<file path="config.mk">
export PLATFORM = sky130hd
export DESIGN_NAME = palette_conv
export DESIGN_NICKNAME = d
export VERILOG_FILES = /design/src/rtl/palconv_pkg.sv /design/src/rtl/palconv_trigger.sv /design/src/rtl/palconv_unpack.sv /design/src/rtl/palconv_seq.sv /design/src/rtl/palette_conv.sv
export SDC_FILE = /design/constraint.sdc
export NUM_CORES = 1
export LEC_CHECK = 0
export ABC_AREA = 1
export BUFFER_PORTS_ARGS = -buffer_cell sky130_fd_sc_hd__buf_2
export CAP_MARGIN = 10
export CORE_MARGIN = 3
export CORE_UTILIZATION = 30
export DETAILED_ROUTE_END_ITERATION = 6
export GPL_TIMING_DRIVEN = 1
export PLACE_DENSITY = 0.57
export SETUP_SLACK_MARGIN = 0.1
export SLEW_MARGIN = 20
export SYNTH_ARGS = -nofsm -noshare
export SYNTH_HDL_FRONTEND = slang
export SYNTH_SLANG_ARGS = --single-unit
</file>
<file path="constraint.sdc">
create_clock -name clk -period 1.6 [get_ports clk]
set_clock_uncertainty 0.2 [all_clocks]
set_input_delay 0.16 -clock clk [delete_from_list [all_inputs] [get_ports clk]]
set_output_delay 0.16 -clock clk [all_outputs]
set_load 0.05 [all_outputs]
</file>
<file path="src/rtl/palconv_pkg.sv">
package palconv_pkg;

  localparam int SRC_W   = 32;
  localparam int COMP_W  = 8;
  localparam int IDX_W   = 8;
  localparam int FMT_W   = 2;
  localparam int DEPTH_W = 4;

  typedef enum logic [2:0] {
    ST_IDLE,
    ST_REQ,
    ST_WAIT,
    ST_WRITE,
    ST_DONE
  } palconv_state_e;

  typedef struct packed {
    logic              alpha;
    logic [COMP_W-1:0] red;
    logic [COMP_W-1:0] green;
    logic [COMP_W-1:0] blue;
  } pal_entry_t;

  // depth codes that have a palette at all
  function automatic logic depth_ok(input logic [DEPTH_W-1:0] code);
    case (code)
      4'd1, 4'd2, 4'd3: depth_ok = 1'b1;
      default:          depth_ok = 1'b0;
    endcase
  endfunction

  // index of the final entry for a depth code
  function automatic logic [IDX_W-1:0] depth_last_idx(input logic [DEPTH_W-1:0] code);
    case (code)
      4'd1:    depth_last_idx = IDX_W'(3);
      4'd2:    depth_last_idx = IDX_W'(15);
      4'd3:    depth_last_idx = IDX_W'(255);
      default: depth_last_idx = '0;
    endcase
  endfunction

endpackage

</file>
<file path="src/rtl/palconv_trigger.sv">
module palconv_trigger
  import palconv_pkg::*;
(
  input  logic               clk,
  input  logic               rst_n,
  input  logic [FMT_W-1:0]   fmt_sel,
  input  logic [DEPTH_W-1:0] depth_code,
  input  logic               start,
  input  logic               idle,
  output logic               go,
  output logic [IDX_W-1:0]   go_last_idx
);

  logic [FMT_W-1:0] used_fmt_q;
  logic             fmt_changed;
  logic             supported;

  assign supported   = depth_ok(depth_code);
  assign fmt_changed = (fmt_sel != used_fmt_q);
  assign go          = idle && supported && (start || fmt_changed);
  assign go_last_idx = depth_last_idx(depth_code);

  always_ff @(posedge clk) begin
    if (!rst_n) begin
      used_fmt_q <= '0;
    end else if (go) begin
      used_fmt_q <= fmt_sel;
    end
  end

endmodule

</file>
<file path="src/rtl/palconv_unpack.sv">
module palconv_unpack
  import palconv_pkg::*;
(
  input  logic [SRC_W-1:0] raw,
  input  logic [FMT_W-1:0] fmt,
  input  logic             mono,
  output pal_entry_t       entry
);

  logic unused_hi_bits;
  assign unused_hi_bits = ^raw[SRC_W-1:25];

  always_comb begin
    entry = '0;
    case (fmt)
      2'd0: begin
        entry.red   = {raw[15:11], 3'b000};
        entry.green = {raw[10:5],  2'b00};
        entry.blue  = {raw[4:0],   3'b000};
      end
      2'd1: begin
        entry.alpha = raw[24];
        entry.red   = {raw[23:19], 3'b000};
        entry.green = {raw[15:10], 2'b00};
        entry.blue  = {raw[7:3],   3'b000};
      end
      2'd2: begin
        entry.alpha = raw[24];
        entry.red   = {raw[23:18], 2'b00};
        entry.green = {raw[15:10], 2'b00};
        entry.blue  = {raw[7:2],   2'b00};
      end
      default: begin
        entry.alpha = raw[24];
        entry.red   = raw[23:16];
        entry.green = raw[15:8];
        entry.blue  = raw[7:0];
      end
    endcase
    if (mono) begin
      entry.red   = raw[7:0];
      entry.green = raw[7:0];
      entry.blue  = raw[7:0];
    end
  end

endmodule

</file>
<file path="src/rtl/palconv_seq.sv">
module palconv_seq
  import palconv_pkg::*;
#(
  parameter int ADDR_W = 16
) (
  input  logic              clk,
  input  logic              rst_n,
  input  logic              go,
  input  logic [FMT_W-1:0]  go_fmt,
  input  logic              go_mono,
  input  logic [IDX_W-1:0]  go_last_idx,
  output logic              src_req_valid,
  input  logic              src_req_ready,
  output logic [ADDR_W-1:0] src_addr,
  input  logic              src_rsp_valid,
  input  logic [SRC_W-1:0]  src_rsp_data,
  output logic              wr_valid,
  input  logic              wr_ready,
  output logic [IDX_W-1:0]  wr_idx,
  output logic [SRC_W-1:0]  raw_q,
  output logic [FMT_W-1:0]  fmt_q,
  output logic              mono_q,
  output logic              done,
  output logic              idle
);

  localparam int WIDE_SHIFT = 2;
  localparam int NARROW_SHIFT = 1;

  palconv_state_e   state_q;
  logic [IDX_W-1:0] idx_q;
  logic [IDX_W-1:0] last_q;
  logic [ADDR_W-1:0] idx_ext;

  always_ff @(posedge clk) begin
    if (!rst_n) begin
      state_q <= ST_IDLE;
      idx_q   <= '0;
      last_q  <= '0;
      fmt_q   <= '0;
      mono_q  <= 1'b0;
      raw_q   <= '0;
    end else begin
      case (state_q)
        ST_IDLE: if (go) begin
          state_q <= ST_REQ;
          idx_q   <= '0;
          last_q  <= go_last_idx;
          fmt_q   <= go_fmt;
          mono_q  <= go_mono;
        end
        ST_REQ: if (src_req_ready) begin
          state_q <= ST_WAIT;
        end
        ST_WAIT: if (src_rsp_valid) begin
          raw_q   <= src_rsp_data;
          state_q <= ST_WRITE;
        end
        ST_WRITE: if (wr_ready) begin
          if (idx_q == last_q) begin
            state_q <= ST_DONE;
          end else begin
            idx_q   <= idx_q + 1'b1;
            state_q <= ST_REQ;
          end
        end
        ST_DONE: state_q <= ST_IDLE;
        default: state_q <= ST_IDLE;
      endcase
    end
  end

  assign idx_ext       = ADDR_W'(idx_q);
  assign src_addr      = (fmt_q == '0) ? (idx_ext << NARROW_SHIFT) : (idx_ext << WIDE_SHIFT);
  assign src_req_valid = (state_q == ST_REQ);
  assign wr_valid      = (state_q == ST_WRITE);
  assign wr_idx        = idx_q;
  assign done          = (state_q == ST_DONE);
  assign idle          = (state_q == ST_IDLE);

  // an unaccepted request keeps its address
  a_r12_req_hold: assert property (@(posedge clk) disable iff (!rst_n)
    (src_req_valid && !src_req_ready) |=> (src_req_valid && $stable(src_addr)));

  // an unaccepted write keeps its index
  a_r12_wr_hold: assert property (@(posedge clk) disable iff (!rst_n)
    (wr_valid && !wr_ready) |=> (wr_valid && $stable(wr_idx)));

  // completion is a single-cycle pulse
  a_r10_done_single: assert property (@(posedge clk) disable iff (!rst_n)
    done |=> !done);

endmodule

</file>
<file path="src/rtl/palette_conv.sv">
module palette_conv
  import palconv_pkg::*;
#(
  parameter int ADDR_W = 16
) (
  input  logic              clk,
  input  logic              rst_n,
  input  logic [1:0]        fmt_sel,
  input  logic [3:0]        depth_code,
  input  logic              mono_en,
  input  logic              start,
  output logic              src_req_valid,
  input  logic              src_req_ready,
  output logic [ADDR_W-1:0] src_addr,
  input  logic              src_rsp_valid,
  input  logic [31:0]       src_rsp_data,
  output logic              pal_wr_valid,
  input  logic              pal_wr_ready,
  output logic [7:0]        pal_wr_idx,
  output logic [24:0]       pal_wr_data,
  output logic              done
);

  logic             go;
  logic             idle;
  logic [IDX_W-1:0] go_last_idx;
  logic [SRC_W-1:0] raw_q;
  logic [FMT_W-1:0] fmt_q;
  logic             mono_q;
  pal_entry_t       entry;

  palconv_trigger u_trigger (
    .clk        (clk),
    .rst_n      (rst_n),
    .fmt_sel    (fmt_sel),
    .depth_code (depth_code),
    .start      (start),
    .idle       (idle),
    .go         (go),
    .go_last_idx(go_last_idx)
  );

  palconv_seq #(.ADDR_W(ADDR_W)) u_seq (
    .clk          (clk),
    .rst_n        (rst_n),
    .go           (go),
    .go_fmt       (fmt_sel),
    .go_mono      (mono_en),
    .go_last_idx  (go_last_idx),
    .src_req_valid(src_req_valid),
    .src_req_ready(src_req_ready),
    .src_addr     (src_addr),
    .src_rsp_valid(src_rsp_valid),
    .src_rsp_data (src_rsp_data),
    .wr_valid     (pal_wr_valid),
    .wr_ready     (pal_wr_ready),
    .wr_idx       (pal_wr_idx),
    .raw_q        (raw_q),
    .fmt_q        (fmt_q),
    .mono_q       (mono_q),
    .done         (done),
    .idle         (idle)
  );

  palconv_unpack u_unpack (
    .raw  (raw_q),
    .fmt  (fmt_q),
    .mono (mono_q),
    .entry(entry)
  );

  assign pal_wr_data = entry;

  // stalled write data does not move
  a_r12_data_hold: assert property (@(posedge clk) disable iff (!rst_n)
    (pal_wr_valid && !pal_wr_ready) |=> $stable(pal_wr_data));

  // completion follows an accepted write
  a_r10_done_after_write: assert property (@(posedge clk) disable iff (!rst_n)
    done |-> $past(pal_wr_valid && pal_wr_ready));

  // format 0 never flags transparency
  a_r3_fmt0_opaque: assert property (@(posedge clk) disable iff (!rst_n)
    (pal_wr_valid && (fmt_q == 2'd0)) |-> !pal_wr_data[24]);

  // request, write and completion phases never overlap
  a_r9_phase_exclusive: assert property (@(posedge clk) disable iff (!rst_n)
    $onehot0({src_req_valid, pal_wr_valid, done}));

endmodule

</file>
==> results.sh <==
export IMPL_status="finished with violations"
export IMPL_failed_checks="negative setup slack"
export IMPL_worstReg2RegStart="u_seq.state_q[0]"
export IMPL_ys_warn_count=0
export IMPL_reg2reg_slack_ps=-60
export IMPL_fin_setup_tns_ps=-7460
export IMPL_cts_sinks=44
export IMPL_root_buffer="clkbuf_8"
export IMPL_via_count=3147
export IMPL_cts_tree="built"
export IMPL_first_pass_iters=4
export IMPL_timing_critical_path_slowest_stage_cell="dfxtp_2"
export IMPL_path_cells="nor2_4 -> nand2_2 -> buf_6 -> o21ai_1 -> o21ai_1 -> o21ai_1 -> buf_6"
export IMPL_worstHoldPathType="in2reg"
export IMPL_powerDensity_nw_per_um2=798
export IMPL_maxCapViolCount=0
export IMPL_pre_cts_ws_ps=-72.9
export IMPL_clk_path_buf_depth=2
export IMPL_ys_types=29
export IMPL_fmax_mhz=522
export IMPL_cpPeakStageDelay_ps=340
export IMPL_via_per_inst=4.89
export IMPL_grt_use_total_pct=18.8
export IMPL_syn_area_um2=2470
export IMPL_io_buffers=82
export IMPL_clk_pin_slew_worst_paths_ps=90
export IMPL_ir_drop_v=0.000492
export IMPL_ctsHtreeMaxLevel=2
export IMPL_drt_iter0_drc=96
export IMPL_numCtsBuffers=5
export IMPL_die_area_um2=9350
export IMPL_grt_pass1_vias=2959
export IMPL_hold_path_startpoint="start"
export IMPL_yosys_area_top_type="dfxtp_1"
export IMPL_min_period_over_period_pct=120
export IMPL_core_um2=7850
export IMPL_cp_end_kind="output port"
export IMPL_ios=97
export IMPL_clkLatencyLatePin_ps=310
export IMPL_slew_viol_final=0
export IMPL_seq_area_frac_synth_pct=35.7
export IMPL_wire_per_inst_um=15.6
export IMPL_dp_hpwl_mm=5.64
export IMPL_synthTopCellsByArea="dfxtp_1 (36%), o21ai_0 (15%), nand2_1 (10%)"
export IMPL_layout_drive_gt1_share_pct=56.8
export IMPL_cp_start_kind="register"
export IMPL_antenna_left=0
export IMPL_start_util_pct=31.5
export IMPL_grt_overflow=0
export IMPL_syn_area_per_cell_um2=6.62
export IMPL_setup_slack_ps=-317
export IMPL_setup_viol_count_final=56
export IMPL_area_growth_pct=106
export IMPL_n_antenna_cell=0
export IMPL_setup_worst_path_start="u_seq.fmt_q[0]"
export IMPL_synthCells=373
export IMPL_seqCellArea_um2=930
export IMPL_path_class="reg2out"
export IMPL_rsz0062_at_grt="true"
export IMPL_final_hold_violation_count=0
export IMPL_drc=0
export IMPL_gp_congestion=0.815
export IMPL_power_leakage_nw=2.03
export IMPL_rows=32
export IMPL_drt_total_wl_mm=10.1
export IMPL_die_w_um=96.7
export IMPL_die_h_um=96.7
export IMPL_period_needed_ps=1920
export IMPL_grt_max_degree=27
export IMPL_synth_top_area_share_pct=35.7
export IMPL_antenna_found_initial=0
export IMPL_cp_common_cell="o21ai_1"
export IMPL_grt_pass1_wl_mm=14.5
export IMPL_ys_ff_latch=44
export IMPL_final_nets=587
export IMPL_cp_max_fo=12
export IMPL_arrival_ps=1560
export IMPL_cp_required_ps=1240
export IMPL_fill_cells=672
export IMPL_multi_input_area_um2=1990
-- worst max-delay path, delay by kind of cell (launching register included) --
kind            cells  cell delay [ps]
flops               1              340
buf+inv             2              350
simple gates        2              230
compound gates      3              320
-- cell families (layout without fill, tap and decap cells) --
logic type	after synthesis	after routing	synth area share [%]
buffers and inverters	69	231	12.2
AND/OR/NAND/NOR	136	137	25.7
flip-flops	44	44	35.7
AO/OA/AOI/OAI	122	122	25.7
other	1	7	0.152
adder cells (fa/ha/maj)	1	1	0.507
-- cells in the mapped netlist --
library cell / instances
nand2_1: 68
nand2_4: 2
buf_2: 4
nor3_1: 2
inv_2: 4
clkinv_1: 1
nor2_4: 3
o31ai_1: 4
a31oi_1: 1
ha_1: 1
o21ai_0: 73
or2_4: 1
dfxtp_1: 44
a21oi_1: 40
nand3_1: 13
buf_8: 1
nand3b_1: 1
a21oi_2: 3
nor2_1: 32
clkbuf_1: 12
conb_1: 1
nand3_4: 2
nand4_1: 4
inv_1: 40
o21bai_1: 1
buf_4: 7
nor3b_1: 1
nand2_2: 4
nor2_2: 3
-- what timing repair did --
item	CTS	global route
pin swaps	52	52
buffers inserted	7	16
endpoints found under the setup margin	75	81
cloned	5	7
hold buffers	34	0
resized for setup	196	78
hold endpoints to repair	33	0
-- report_power, final --
part	switching [mW]	internal [mW]	leakage, nW	total [mW]
clock network	0.438	0.311	0.0445	0.749
logic	1.19	0.873	1.62	2.06
registers	0.0833	1.17	0.367	1.26
total	1.71	2.36	2.03	4.07
-- registers in the layout, summed over array words and instances, names as in the netlist --
signal                flops
u_seq.raw_q              25
u_seq.wr_idx              8
u_seq.last_q              3
u_seq.state_q             3
u_seq.fmt_q               2
u_trigger.used_fmt_q      2
u_seq.mono_q              1
-- stage by stage --
step	area (um^2)	total power, mW	hold WS (ps)	instances	util, %
floorplan	2830	2.25	104	379	-
global placement	3450	2.59	234	568	44.0
detailed placement	3450	2.60	245	568	44.0
CTS	4570	3.80	216	622	58.2
global route	5090	4.26	285	644	64.9
finish	5090	4.07	246	644	64.9
-- cell type report --
| type | instances | area share [%] |
|---|---|---|
| clock buffers | 5 | 1.35 |
| clock inverters | 3 | 0.418 |
| inverters | 45 | 3.71 |
| multi-input cells | 267 | 39.1 |
| flip-flops and latches | 44 | 18.3 |
| well taps | 102 | 2.51 |
| repair buffers | 178 | 34.7 |
-- cells in the final DEF (no fill, tap or decap), drive strengths merged, types with 7 or more instances in the layout --
cell type / instances
inv: 45
buf: 138
nand3: 16
nand2: 74
a21oi: 43
clkbuf: 11
conb: 7
dfxtp: 44
dlygate4sd3: 34
o21ai: 73
nor2: 38
-- per-layer routing --
| metal | share of wire [%] | vias up | track usage (%) | wire length [um] |
|---|---|---|---|---|
| met5 | 0 | - | 0 | 0 |
| met4 | 1.4 | 0 | 5.08 | 136 |
| met3 | 4.2 | 12 | 3.03 | 419 |
| met2 | 55 | 104 | 34.6 | 5520 |
| met1 | 40 | 1472 | 22.4 | 3990 |
| li1 | - | 1559 | - | - |
-- worst paths after layout --
kind                           to  cells after the start
setup reg to reg   u_seq.raw_q[9]                      8
hold / removal     u_seq.fmt_q[0]                      7
setup / recovery  pal_wr_data[20]                      7
hold reg to reg   u_seq.raw_q[20]                      2
No activity file was read; power rests on OpenSTA's default activity.
